===== src/rtl/rmseg_pkg.sv =====
package rmseg_pkg;
    parameter int SEG_W   = 16;
    parameter int OFF_W   = 16;
    parameter int NORM_SH = 4;
    parameter int NSEG    = 4;
    localparam int PA_W   = SEG_W + NORM_SH;
    localparam int SEL_W  = $clog2(NSEG);

    typedef enum logic [1:0] {
        SEG_CODE  = 2'd0,
        SEG_DATA  = 2'd1,
        SEG_EXTRA = 2'd2,
        SEG_STACK = 2'd3
    } seg_id_e;

    typedef enum logic [1:0] {
        ACC_FETCH = 2'd0,
        ACC_DATA  = 2'd1,
        ACC_STACK = 2'd2,
        ACC_DATA2 = 2'd3
    } acc_kind_e;

    typedef enum logic [1:0] {
        SZ_BYTE   = 2'd0,
        SZ_WORD   = 2'd1,
        SZ_DWORD  = 2'd2,
        SZ_DWORD2 = 2'd3
    } acc_size_e;

    typedef logic [SEG_W-1:0] seg_t;

    typedef struct packed {
        logic [NSEG-1:0][SEG_W-1:0] seg;
    } bank_st_t;
endpackage


===== src/rtl/rmseg_seg_bank.sv =====
module rmseg_seg_bank
    import rmseg_pkg::*;
(
    input  logic                       clk,
    input  logic                       rst,
    input  logic                       wr_en,
    input  logic [SEL_W-1:0]           wr_sel,
    input  logic [SEG_W-1:0]           wr_data,
    output logic [NSEG-1:0][SEG_W-1:0] segs_o
);
    bank_st_t st_d, st_q;

    always_comb begin
        st_d = st_q;
        if (rst) begin
            st_d = '0;
        end else if (wr_en) begin
            st_d.seg[wr_sel] = wr_data;
        end
    end

    always_ff @(posedge clk) begin
        st_q <= st_d;
    end

    assign segs_o = st_q.seg;

    // a write lands in the chosen register on the next edge
    p_load_r10: assert property (@(posedge clk) disable iff (rst)
        wr_en |=> segs_o[$past(wr_sel)] == $past(wr_data));

    // without a write the bank keeps its contents
    p_hold_r10: assert property (@(posedge clk) disable iff (rst)
        !wr_en |=> $stable(segs_o));
endmodule


===== src/rtl/rmseg_seg_select.sv =====
module rmseg_seg_select
    import rmseg_pkg::*;
(
    input  logic                       clk,
    input  logic                       rst,
    input  acc_kind_e                  kind,
    input  logic                       use_extra,
    input  logic [NSEG-1:0][SEG_W-1:0] segs,
    output seg_id_e                    sel_id,
    output logic [SEG_W-1:0]           sel_seg
);
    seg_id_e id_d;

    always_comb begin
        unique case (kind)
            ACC_FETCH: id_d = SEG_CODE;
            ACC_STACK: id_d = use_extra ? SEG_EXTRA : SEG_STACK;
            default:   id_d = use_extra ? SEG_EXTRA : SEG_DATA;
        endcase
    end

    assign sel_id  = id_d;
    assign sel_seg = segs[id_d];

    // fetches read the code register whatever the override says
    p_fetch_code_r3: assert property (@(posedge clk) disable iff (rst)
        kind == ACC_FETCH |-> sel_seg == segs[SEG_CODE]);

    // override on a non-fetch access reads the extra register
    p_override_extra_r5: assert property (@(posedge clk) disable iff (rst)
        (kind != ACC_FETCH && use_extra) |-> sel_seg == segs[SEG_EXTRA]);

    // stack without override reads the stack register
    p_stack_default_r4: assert property (@(posedge clk) disable iff (rst)
        (kind == ACC_STACK && !use_extra) |-> sel_seg == segs[SEG_STACK]);
endmodule


===== src/rtl/rmseg_addr_calc.sv =====
module rmseg_addr_calc
    import rmseg_pkg::*;
(
    input  logic             clk,
    input  logic             rst,
    input  logic [SEG_W-1:0] seg,
    input  logic [OFF_W-1:0] off,
    input  acc_size_e        size,
    input  logic             chk_en,
    output logic [PA_W-1:0]  pa,
    output logic [SEG_W-1:0] nseg,
    output logic [NORM_SH-1:0] noff,
    output logic             fault
);
    localparam int HI_W = OFF_W - NORM_SH;

    logic [SEG_W-1:0] hi_sum;
    logic             mis_word, mis_dword;

    // The low NORM_SH bits of the offset pass straight through; only the
    // upper part needs an adder, and its carry out is dropped (1 MB wrap).
    always_comb begin
        hi_sum    = seg + SEG_W'(off[OFF_W-1:NORM_SH]);
        mis_word  = off[0];
        mis_dword = |off[1:0];
        unique case (size)
            SZ_BYTE: fault = 1'b0;
            SZ_WORD: fault = chk_en & mis_word;
            default: fault = chk_en & mis_dword;
        endcase
    end

    assign pa   = {hi_sum, off[NORM_SH-1:0]};
    assign nseg = pa[PA_W-1:NORM_SH];
    assign noff = pa[NORM_SH-1:0];

    // the address minus the shifted segment, modulo 1 MB, is the offset
    p_wrap_r2: assert property (@(posedge clk) disable iff (rst)
        (pa - {seg, {NORM_SH{1'b0}}}) == PA_W'(off));

    // no fault while checking is off
    p_gate_r9: assert property (@(posedge clk) disable iff (rst)
        !chk_en |-> !fault);

    // byte accesses never fault
    p_byte_r8: assert property (@(posedge clk) disable iff (rst)
        size == SZ_BYTE |-> !fault);

    // a fault always comes from a misaligned low offset bit
    p_cause_r8: assert property (@(posedge clk) disable iff (rst)
        fault |-> (off[1:0] != 2'b00));

    initial begin
        if (HI_W <= 0) $error("offset narrower than normalization shift");
    end
endmodule


===== src/rtl/rmseg_addr_gen.sv =====
module rmseg_addr_gen
    import rmseg_pkg::*;
(
    input  logic        clk,
    input  logic        rst,
    input  logic        seg_we,
    input  logic [1:0]  seg_wsel,
    input  logic [15:0] seg_wdata,
    input  logic [1:0]  acc_kind,
    input  logic        use_extra,
    input  logic [15:0] offset,
    input  logic [1:0]  acc_size,
    input  logic        align_chk,
    output logic [19:0] phys_addr,
    output logic [15:0] norm_seg,
    output logic [3:0]  norm_off,
    output logic        align_fault
);
    logic [NSEG-1:0][SEG_W-1:0] segs;
    seg_id_e                    sel_id;
    logic [SEG_W-1:0]           sel_seg;

    rmseg_seg_bank u_bank (
        .clk     (clk),
        .rst     (rst),
        .wr_en   (seg_we),
        .wr_sel  (seg_wsel),
        .wr_data (seg_wdata),
        .segs_o  (segs)
    );

    rmseg_seg_select u_sel (
        .clk       (clk),
        .rst       (rst),
        .kind      (acc_kind_e'(acc_kind)),
        .use_extra (use_extra),
        .segs      (segs),
        .sel_id    (sel_id),
        .sel_seg   (sel_seg)
    );

    rmseg_addr_calc u_calc (
        .clk    (clk),
        .rst    (rst),
        .seg    (sel_seg),
        .off    (offset),
        .size   (acc_size_e'(acc_size)),
        .chk_en (align_chk),
        .pa     (phys_addr),
        .nseg   (norm_seg),
        .noff   (norm_off),
        .fault  (align_fault)
    );

    // after a reset edge the bank reads zero through every path
    p_reset_clear_r11: assert property (@(posedge clk) disable iff (rst)
        $past(rst) |-> (segs == '0));

    // the normalized pair rebuilds the physical address
    p_norm_rebuild_r6: assert property (@(posedge clk) disable iff (rst)
        ({norm_seg, 4'h0} + {16'h0, norm_off}) == phys_addr);

    // a fetch never reports the extra register as its source
    p_fetch_id_r3: assert property (@(posedge clk) disable iff (rst)
        acc_kind == 2'd0 |-> sel_id == SEG_CODE);
endmodule


===== config.mk =====
export PLATFORM = sky130hd
export DESIGN_NAME = rmseg_addr_gen
export DESIGN_NICKNAME = d
export VERILOG_FILES = /design/src/rtl/rmseg_pkg.sv /design/src/rtl/rmseg_seg_bank.sv /design/src/rtl/rmseg_seg_select.sv /design/src/rtl/rmseg_addr_calc.sv /design/src/rtl/rmseg_addr_gen.sv
export SDC_FILE = /design/constraint.sdc
export NUM_CORES = 1
export LEC_CHECK = 0
export BUFFER_PORTS_ARGS = -buffer_cell sky130_fd_sc_hd__buf_2
export CAP_MARGIN = 15
export CORE_ASPECT_RATIO = 0.75
export CORE_MARGIN = 2
export CORE_UTILIZATION = 56
export DETAILED_ROUTE_END_ITERATION = 6
export PLACE_DENSITY = 0.78
export SYNTH_ARGS = -nofsm -noshare
export SYNTH_HDL_FRONTEND = slang
export SYNTH_HIERARCHICAL = 1
export SYNTH_SLANG_ARGS = --single-unit

===== constraint.sdc =====
create_clock -name clk -period 2.7 [get_ports clk]
set_input_delay 0 -clock clk [delete_from_list [all_inputs] [get_ports clk]]
set_output_delay 0 -clock clk [all_outputs]
set_load 0.05 [all_outputs]

==> summary.md, run 1 <==
| Metric | Value |
|---|---|
| Vias in the first global route | `3526` |
| YS warnings | `6` |
| Die Height | `about 80 µm` |
| Cell row count | `27` |
| Synthesized area | `0.00424 mm²` |
| Drt via density | `roughly 5.6` |
| Period Utilization, post-route | `1.06` |
| Cell count after synthesis | `approximately 440` |
| CTS buffer count | `9` |
| Sw Ratio | `0.346` |
| Type of origin of the critical path | `flip-flop` |
| Wirelength per Cell | `16.9 µm` |
| Synthesized Nets | `491` |
| Gr ovfl total | `0` |
| Root Buffer | `clkbuf_8` |
| Max reg flops | `64` |
| Core area | `roughly 0.0073 mm²` |
| Max Clk Rate | `approximately 350 MHz` |
| H-tree depth | `3` |
| GRT Total Usage | `0.259` |
| Filler Cells Inserted | `roughly 550` |
| Via count | `between 3000 and 4000` |
| Post-layout minimum cycle time | `between 2 and 3 ns` |
| Post-route design area | `between 0.005 and 0.006 mm²` |
| Crit path largest cell delay | `around 0.48 ns` |
| Internal power | `approximately 1.8 mW` |
| Syn_area_per_cell | `9.75 µm²` |
| Part of the power in registers | `0.371` |
| Final worst slack | `-0.161 ns` |
| Worst Max-Slew Pin Slew | `0.976 ns` |
| Req. time, crit path | `~2.7 ns` |
| CP arrival | `between 2 and 3 ns` |
| CP top delay family | `compound AO/OA/AOI/OAI gates` |
| VDD IR-drop max | `between 0.3 and 0.4 mV` |
| CTS sink count | `between 60 and 70` |
| 1st-pass router iterations | `4` |
| 1st-iter DRT viols | `190` |
| CTS tree | `yes` |
| Register area | `0.00128 mm²` |
| Die ar. | `0.00830 mm²` |
| DRT antenna net count | `0` |
| Multi-input gate area | `0.00282 mm²` |
| Post-DP HPWL | `between 7000 and 8000 µm` |
| Clock Latency Late Sink | `about 0.34 ns` |
| Final setup violation count | `16` |
| Initial antenna violation count | `0` |
| Max FO, Critical Path | `6` |
| Max Clock Skew | `0 ns` |
| DRC errors left | `0` |
| LEAKAGE | `2.38 nW` |
| RSZ-0062 raised after global routing | `true` |
| Clock share of power | `0.303` |
| Drt total wl | `between 10000 and 15000 µm` |
| DP Worst Slack | `0.0566 ns` |
| Final hold vios | `0` |
| Slew Limit Fails | `0` |
| Failing checks | `setup timing` |
| Total Power | `2.69 mW` |
| Clock Tree Buf Depth | `2` |
| Status | `complete, but fails checks` |
| Combinational share of power | `0.326` |
| PortBufs | `slightly below 80` |
| First-pass GRT wire length | `17200 µm` |
| Largest net degree at the start of global routing | `a little over 80` |
| CP cell instances | `mux2_4 -> a22oi_2 -> o21ai_1 -> ha_1 -> nand4_1 -> o2111a_1 -> nor3_4 -> buf_6` |
| Ant diodes | `0` |
| Worst Hold Margin | `approximately 0.000023 ns` |
| Max-slew headroom | `0.349` |
| Worst Path Buf+Inv | `1` |
| Layout cells sized above 1 | `0.369` |
| Switching pwr | `~0.93 mW` |
| Reg clk slew, reported paths | `~0.060 ns` |
| Nets | `between 500 and 600` |
| Power per cell area | `a little over 500 mW/mm²` |
| Initial Util | `0.579` |
| Hold crit path type | `input pin to output pin` |
| Crit path max-delay cell type | `ha_1` |
| Die W | `between 100 and 150 µm` |
| Io pins | `84` |
| Area Overhead vs Synth | `25.3%` |
| Gpl congestion | `approximately 0.85` |
| # Max-Cap Violations | `0` |
| CP Class | `flip-flop to output pin` |
| CP Capture Type | `output pin` |
| Dpl cell area | `0.00466 mm²` |
## per-stage QoR
step	std cells	util	TNS, ns
floorplan	435	-	-0.700
global placement	586	0.636	0
detailed placement	586	0.636	0
CTS	618	0.710	-1.11
global route	619	0.725	-3.73
finish	619	0.725	-1.44
## worst paths after layout
check	start	to	slack [ns]	cells past startpoint
setup reg to reg	u_bank/segs_o[5]	u_bank/segs_o[5]	2.00	2
setup / recovery	u_bank/segs_o[41]	phys_addr[16]	-0.16	8
hold / removal	offset[2]	phys_addr[2]	0.00002	0
hold reg to reg	u_bank/segs_o[25]	u_bank/segs_o[25]	0.48	2
## power by group through the flow
stage               Combinational, mW  Sequential (mW)  Clock [mW]
CTS                             0.833            0.999       0.837
finish                          0.877            0.999       0.815
global placement                0.733             1.02           0
floorplan                       0.645             1.01           0
global route                    0.922             1.00       0.878
detailed placement              0.745             1.02           0
## layout by cell type, fill, tap and decap left out, types with 6 or more instances in the layout
| cell type | instances |
|---|---|
| nand2b_1 | 83 |
| mux2i_1 | 64 |
| dfxtp_1 | 61 |
| buf_2 | 55 |
| buf_4 | 31 |
| buf_6 | 20 |
| a22oi_1 | 18 |
| o21ai_1 | 15 |
| a22oi_2 | 14 |
| mux2_4 | 12 |
| clkbuf_8 | 10 |
| ha_1 | 9 |
| dlygate4sd3_1 | 8 |
| nand2_1 | 8 |
| a21oi_1 | 7 |
| nand3_1 | 6 |
| nor2_1 | 6 |
| inv_1 | 6 |
## metal layers
metal	track usage	routed length, µm
met5	0	0
met4	0.0595	108
met3	0.0637	508
met2	0.435	5020
met1	0.338	4830
## worst reg2reg max path: cells and delay by family (launching register included)
kind             cells  cell delay (ns)
flip-flops           1             0.35
multiplexers         1             0.19
AND/OR/NAND/NOR      1             0.07
## final cells by class
cell class | instances | area share
Timing Repair Buffer | 117 | 0.162
Clock inverter | 5 | 0.0106
Clock buffer | 11 | 0.0266
Inverter | 6 | 0.00424
Tap cell | 101 | 0.0238
Sequential cell | 64 | 0.242
Multi-Input combinational cell | 315 | 0.531
## repair_timing
action	CTS	global route
pin swaps	17	6
setup endpoints to repair	20	22
hold endpoints to repair	23	0
setup buffers	9	1
hold buffers	8	0
gates resized for setup	54	27
cloned	0	0
Power figures use the tool's default switching activity.
==> run 2, diff against run 1 <==
CELL_PAD_IN_SITES_DETAIL_PLACEMENT = 1   (was default)
CELL_PAD_IN_SITES_GLOBAL_PLACEMENT = 1   (was default)
CORE_UTILIZATION = 43   (was 56)
==> run 2 against run 1 <==
Effect of this change:
- the flow still finishes with violations (setup timing)
- global-route usage is 3.4 points lower
- worst hold slack hardly changed
- sequential share of layout area decreased by 0.35 points
- combinational power down 1%
- clock-buffer cell count stayed put
- sequential power about the same
- clock skew stayed put
- cell count is 3.9% higher
- setup slack lost 0.0016 ns
==> summary.md, run 2 (same netlist as run 1, synthesis figures left out) <==
| Metric | Value |
|---|---|
| Max Clk Rate | `349 MHz (was 350 MHz)` |
| CP endpoint | `norm_seg[6] (was phys_addr[16])` |
| Vias in the first global route | `3702 (was 3526)` |
| Crit path largest cell delay | `0.38 ns (was 0.48 ns)` |
| Clock Tree Buf Depth | `2 (unchanged)` |
| Ant diodes | `0 (unchanged)` |
| H-tree depth | `3 (unchanged)` |
| Final non-filler cell total | `643 (was 619)` |
| Total Power | `3.05 mW (was 2.69 mW)` |
| Root Buffer | `clkbuf_16 (was clkbuf_8)` |
| VDD IR-drop max | `0.349 mV (was 0.302 mV)` |
| DRT antenna net count | `0 (unchanged)` |
| Met2 Usage GRT | `0.393 (was 0.435)` |
| Most frequent cells in the layout | `nand2b_1 (83), mux2i_1 (64), dfxtp_1 (59) (was nand2b_1 (83), mux2i_1 (64), dfxtp_1 (61))` |
| Via count | `3509 (was 3483)` |
| CTS tree | `yes (unchanged)` |
| Setup TNS Final | `-1.39 ns (was -1.44 ns)` |
| GRT Total Usage | `0.225 (was 0.259)` |
| Gpl congestion | `0.755 (was 0.855)` |
| Max FO, Critical Path | `4 (was 6)` |
| Drt via density | `5.46 (was 5.63)` |
| Crit path max-delay cell type | `a221oi_4 (was ha_1)` |
| CP arrival | `2.86 ns (about the same)` |
| CP Class | `flip-flop to output pin (unchanged)` |
| R2R Path Start | `u_bank/segs_o[16] (was u_bank/segs_o[5])` |
| Power per cell area | `565 mW/mm² (was 506 mW/mm²)` |
| Initial antenna violation count | `0 (unchanged)` |
| Reg clk slew, reported paths | `0.06 ns (about the same)` |
| Initial Util | `0.441 (was 0.579)` |
| Clock Latency Late Sink | `0.33 ns (was 0.34 ns)` |
| Max-slew headroom | `0.336 (was 0.349)` |
| Die ar. | `0.0107 mm² (was 0.00830 mm²)` |
| CTS buffer count | `9 (unchanged)` |
| Hold crit path type | `input pin to output pin (unchanged)` |
| Type of origin of the critical path | `flip-flop (unchanged)` |
| Die W | `119 µm (was 105 µm)` |
| Post-DP HPWL | `8180 µm (was 7140 µm)` |
| Area Overhead vs Synth | `27.4% (was 25.3%)` |
| Core area | `0.00962 mm² (was 0.00733 mm²)` |
| 1st-iter DRT viols | `133 (was 190)` |
| CTS Hold Bufs | `0 (was 8)` |
| # Max-Cap Violations | `0 (unchanged)` |
| Drt total wl | `11900 µm (was 10500 µm)` |
| Post-layout minimum cycle time | `2.86 ns (about the same)` |
| Die Height | `90.0 µm (was 79.4 µm)` |
| PortBufs | `77 (unchanged)` |
| CP cell instances | `mux2_4 -> a22oi_2 -> o21ai_2 -> ha_2 -> fa_2 -> a21o_1 -> a221oi_4 -> buf_6 -> xnor2_1 -> buf_4 (was mux2_4 -> a22oi_2 -> o21ai_1 -> ha_1 -> nand4_1 -> o2111a_1 -> nor3_4 -> buf_6)` |
| DRC errors left | `0 (unchanged)` |
| R2R depth | `3 (was 2)` |
| Reg2reg setup slack | `1.95 ns (was 2.00 ns)` |
| Io pins | `84 (unchanged)` |
| CP Capture Type | `output pin (unchanged)` |
| Wirelength per Cell | `18.5 µm (was 16.9 µm)` |
| 1st-pass router iterations | `4 (unchanged)` |
| Worst Hold Margin | `0.0000242 ns (was 0.0000228 ns)` |
| Max Clock Skew | `0 ns (unchanged)` |
| Gr ovfl total | `0 (unchanged)` |
| Largest net degree at the start of global routing | `81 (unchanged)` |
| Slew Limit Fails | `0 (unchanged)` |
| Worst reg2reg path endpoint | `u_bank/segs_o[16] (was u_bank/segs_o[5])` |
| Met1 Usage GRT | `0.282 (was 0.338)` |
| Period Utilization, post-route | `1.06 (about the same)` |
| Most common cell after layout, fill and taps aside | `nand2b_1 (unchanged)` |
| Layout cells sized above 1 | `0.397 (was 0.369)` |
| LEAKAGE | `2.38 nW (about the same)` |
| GRT busiest layer | `met2 (unchanged)` |
| Crit path launch | `u_bank/segs_o[16] (was u_bank/segs_o[41])` |
| GR Util met3 | `0.0508 (was 0.0637)` |
| Failing checks | `setup timing (unchanged)` |
| CTS sink count | `64 (unchanged)` |
| Req. time, crit path | `2.70 ns (about the same)` |
| Post-Place Cells | `621 (was 586)` |
| Cell row count | `31 (was 27)` |
| Final worst slack | `-0.163 ns (was -0.161 ns)` |
| First-pass GRT wire length | `19200 µm (was 17200 µm)` |
| Nets | `562 (was 569)` |
| Max reg flops | `64 (unchanged)` |
| Final setup violation count | `10 (was 16)` |
| DP Worst Slack | `0.0380 ns (was 0.0566 ns)` |
| Worst Max-Slew Pin Slew | `0.997 ns (was 0.976 ns)` |
| Final hold vios | `0 (unchanged)` |
| Status | `complete, but fails checks (unchanged)` |
| RSZ-0062 raised after global routing | `true (unchanged)` |
==> run 2: stage by stage <==
step,utilization,area [µm²]
after floorplan,-,4330
after global placement,0.493,4740
after detailed placement,0.493,4740
after CTS,0.551,5300
after global routing,0.562,5410
final,0.562,5410
==> run 2: metal layers <==
layer	up-vias	wire (µm)
li1	1679	-
met1	1733	5340
met2	83	5910
met3	14	514
met4	0	121
met5	-	0
==> run 2: how the worst min path moves through the flow <==
stage / startpoint / endpoint / slack [ns] / cells after the start
finish: offset[2] / phys_addr[2] / 0.00002 / 0
detailed placement: offset[2] / norm_off[2] / 0.0009 / 0
CTS: offset[2] / norm_off[2] / 0.0009 / 0
floorplan: offset[0] / norm_off[0] / 0.17 / 1
global placement: offset[2] / norm_off[2] / 0.0009 / 0
global route: offset[3] / phys_addr[3] / 0.0001 / 0
==> run 2: layout make-up <==
cell class / instances / area [µm²]
fill: 1073 / 4210
clock buffer: 11 / 253
multi-input combinational: 315 / 2840
timing repair buffer: 110 / 781
tap: 132 / 165
inverter: 6 / 22.5
sequential: 64 / 1290
clock inverter: 5 / 55.1
==> run 2: power breakdown <==
group | switching [mW] | total, mW | internal [mW]
combinational | 0.547 | 0.867 | 0.319
sequential | 0.0228 | 1.00 | 0.979
clock | 0.423 | 1.18 | 0.761
==> run 2: critical path, delay by kind of cell (launching register included) <==
kind,cells,cell delay [ns]
xor+xnor,1,0.19
fa+ha+maj,2,0.53
buf+inv,2,0.43
flops,1,0.32
mux,1,0.26
compound gates,4,0.79
==> run 2: repair_timing <==
item | 4_1_cts | 5_1_grt
pin swaps | 10 | 15
setup buffers | 6 | 1
gates resized for setup | 59 | 22
endpoints found under the setup margin | 22 | 22
==> run 3, diff against run 2 <==
ABC_AREA = 1   (was default)
CORE_UTILIZATION = 38   (was 43)
SETUP_SLACK_MARGIN = 0.15   (was default)
==> run 3 against run 2 <==
Effect of this change:
- global-route usage increased by 0.47 points
- combinational power increased by 42%
- sequential share of layout area decreased by 0.41 points
- critical endpoint is now norm_seg[8]
- fmax increased by 21%
- die area increased by 19%
- the flow now finishes without violations
- first-iteration DRC count increased by 25%
- worst hold slack about the same
- highest routed layer unchanged
==> summary.md, run 3 <==
| Metric | Value |
|---|---|
| Status | `completed (was complete, but fails checks)` |
| Vias in the first global route | `4919 (was 3702)` |
| CP Capture Type | `output pin (unchanged)` |
| VDD IR-drop max | `0.312 mV (was 0.349 mV)` |
| 1st-iter DRT viols | `166 (was 133)` |
| Crit path launch | `u_bank/segs_o[48] (was u_bank/segs_o[16])` |
| CTS sink count | `64 (unchanged)` |
| Die Height | `98.3 µm (was 90.0 µm)` |
| Initial Util | `0.389 (was 0.441)` |
| Reg clk slew, reported paths | `0.06 ns (about the same)` |
| Reg2reg setup slack | `1.98 ns (was 1.95 ns)` |
| DRC errors left | `0 (unchanged)` |
| Post-DP HPWL | `9730 µm (was 8180 µm)` |
| Type of origin of the critical path | `flip-flop (unchanged)` |
| Max-slew headroom | `0.561 (was 0.336)` |
| CTS tree | `yes (unchanged)` |
| R2R Path Start | `u_bank/segs_o[27] (was u_bank/segs_o[16])` |
| Wirelength per Cell | `13.5 µm (was 18.5 µm)` |
| Drt total wl | `13800 µm (was 11900 µm)` |
| First-pass GRT wire length | `23100 µm (was 19200 µm)` |
| Synthesized Nets | `852 (was 491)` |
| Power per cell area | `676 mW/mm² (was 565 mW/mm²)` |
| Final hold vios | `0 (unchanged)` |
| Area Overhead vs Synth | `21.5% (was 27.4%)` |
| 1st-pass router iterations | `4 (unchanged)` |
| Root Buffer | `clkbuf_16 (unchanged)` |
| Synthesized area | `0.00451 mm² (was 0.00424 mm²)` |
| YS warnings | `6 (unchanged)` |
| Crit path largest cell delay | `0.35 ns (was 0.38 ns)` |
| Ant diodes | `0 (unchanged)` |
| CP Class | `flip-flop to output pin (unchanged)` |
| DRT antenna net count | `0 (unchanged)` |
| Io pins | `84 (unchanged)` |
| Gpl congestion | `0.855 (was 0.755)` |
| PortBufs | `77 (unchanged)` |
| Crit path max-delay cell type | `fa_2 (was a221oi_4)` |
| CP arrival | `2.37 ns (was 2.86 ns)` |
| RSZ-0062 raised after global routing | `false (was true)` |
| Drt via density | `4.60 (was 5.46)` |
| Cell row count | `34 (was 31)` |
| Clock Latency Late Sink | `0.34 ns (was 0.33 ns)` |
| Slew Limit Fails | `0 (unchanged)` |
| Max FO, Critical Path | `3 (was 4)` |
| Crit-path most repeated cell | `nand2_1` |
| Syn_area_per_cell | `5.66 µm² (was 9.75 µm²)` |
| Nets | `909 (was 562)` |
| Most common cell after layout, fill and taps aside | `nand2_1 (was nand2b_1)` |
| Post-layout minimum cycle time | `2.37 ns (was 2.86 ns)` |
| HP Start | `offset[2] (unchanged)` |
| Period Utilization, post-route | `0.878 (was 1.06)` |
| Via count | `4688 (was 3509)` |
| CP cell instances | `nor2_1 -> nor2_1 -> nand2_1 -> nand2_1 -> ha_2 -> fa_2 -> nand2_1 -> nand2_1 -> and2_4 -> nand2_1 -> nand2_1 -> xor2_2 -> clkbuf_4 (was mux2_4 -> a22oi_2 -> o21ai_2 -> ha_2 -> fa_2 -> a21o_1 -> a221oi_4 -> buf_6 -> xnor2_1 -> buf_4)` |
| Worst Hold Margin | `0.0000377 ns (was 0.0000242 ns)` |
| Gr ovfl total | `0 (unchanged)` |
| Initial antenna violation count | `0 (unchanged)` |
| Final setup violation count | `0 (was 10)` |
| Req. time, crit path | `2.70 ns (about the same)` |
| Die ar. | `0.0128 mm² (was 0.0107 mm²)` |
| Layout cells sized above 1 | `0.149 (was 0.397)` |
| Post-Place Cells | `987 (was 621)` |
| Max reg flops | `64 (unchanged)` |
| Max Clock Skew | `0 ns (unchanged)` |
| Setup TNS Final | `0 ns (was -1.39 ns)` |
| Cell count after synthesis | `796 (was 435)` |
| Largest net degree at the start of global routing | `65 (was 81)` |
| Final non-filler cell total | `1020 (was 643)` |
| # Max-Cap Violations | `0 (unchanged)` |
| Max Clk Rate | `422 MHz (was 349 MHz)` |
| GRT Total Usage | `0.230 (was 0.225)` |
| Clock Tree Buf Depth | `2 (unchanged)` |
| Most frequent cells in the layout | `nand2_1 (245), nor2_1 (155), inv_1 (147) (was nand2b_1 (83), mux2i_1 (64), dfxtp_1 (59))` |
| CTS buffer count | `9 (unchanged)` |
| LEAKAGE | `3.09 nW (was 2.38 nW)` |
| H-tree depth | `3 (unchanged)` |
| Hold crit path type | `input pin to output pin (unchanged)` |
| Core area | `0.0116 mm² (was 0.00962 mm²)` |
| Die W | `130 µm (was 119 µm)` |
| Worst Max-Slew Pin Slew | `0.658 ns (was 0.997 ns)` |
| Post-CTS Setup Bufs | `0 (was 6)` |
-- run 3: power by group --
group | internal [mW] | switching, mW
clock | 0.996 | 0.457
sequential | 0.995 | 0.0265
combinational | 0.341 | 0.888
-- run 3: metrics by stage --
stage                util  cell area [µm²]  worst slack (ns)  total power [mW]
floorplan               -             4530             0.213              2.02
global placement    0.417             4830             0.343              2.16
detailed placement  0.417             4830             0.254              2.20
CTS                 0.463             5360             0.126              3.69
global route        0.473             5470             0.156              3.91
finish              0.473             5470             0.329              3.70
-- run 3: worst paths after layout --
| check | endpoint | depth (start not counted) |
|---|---|---|
| max reg2reg | u_bank/segs_o[27] | 4 |
| min | phys_addr[2] | 0 |
| min reg2reg | u_bank/segs_o[14] | 2 |
| max | norm_seg[8] | 13 |
-- run 3: worst max-delay path, delay by kind of cell, from the launching register on --
| kind | cells | cell delay [ns] |
|---|---|---|
| and+or+nand+nor | 9 | 0.74 |
| xor gates and xnor gates | 1 | 0.17 |
| buffers and inverters | 1 | 0.26 |
| DFF | 1 | 0.31 |
| adders and majority gates | 2 | 0.55 |
-- run 3: timing repair --
| action | in CTS | in global routing |
|---|---|---|
| setup endpoints to repair | 4 | 18 |
| pin swaps | 0 | 2 |
| hold buffers | 16 | 0 |
| gates cloned | 0 | 0 |
| hold endpoints to repair | 46 | 0 |
| gates resized for setup | 2 | 34 |
-- run 3: routing by layer --
layer	part of all wire	track usage	up-vias
li1	-	-	2410
met1	0.46	0.279	2177
met2	0.48	0.395	75
met3	0.034	0.0515	26
met4	0.024	0.0885	0
met5	0	0	-
-- run 3: final cells by class --
cell class,count,area [µm²]
multi-input combinational,526,2380
sequential,64,1280
fill,1638,6100
clock inverter,7,144
tap,162,203
timing repair buffer,101,672
inverter,151,572
clock buffer,9,225
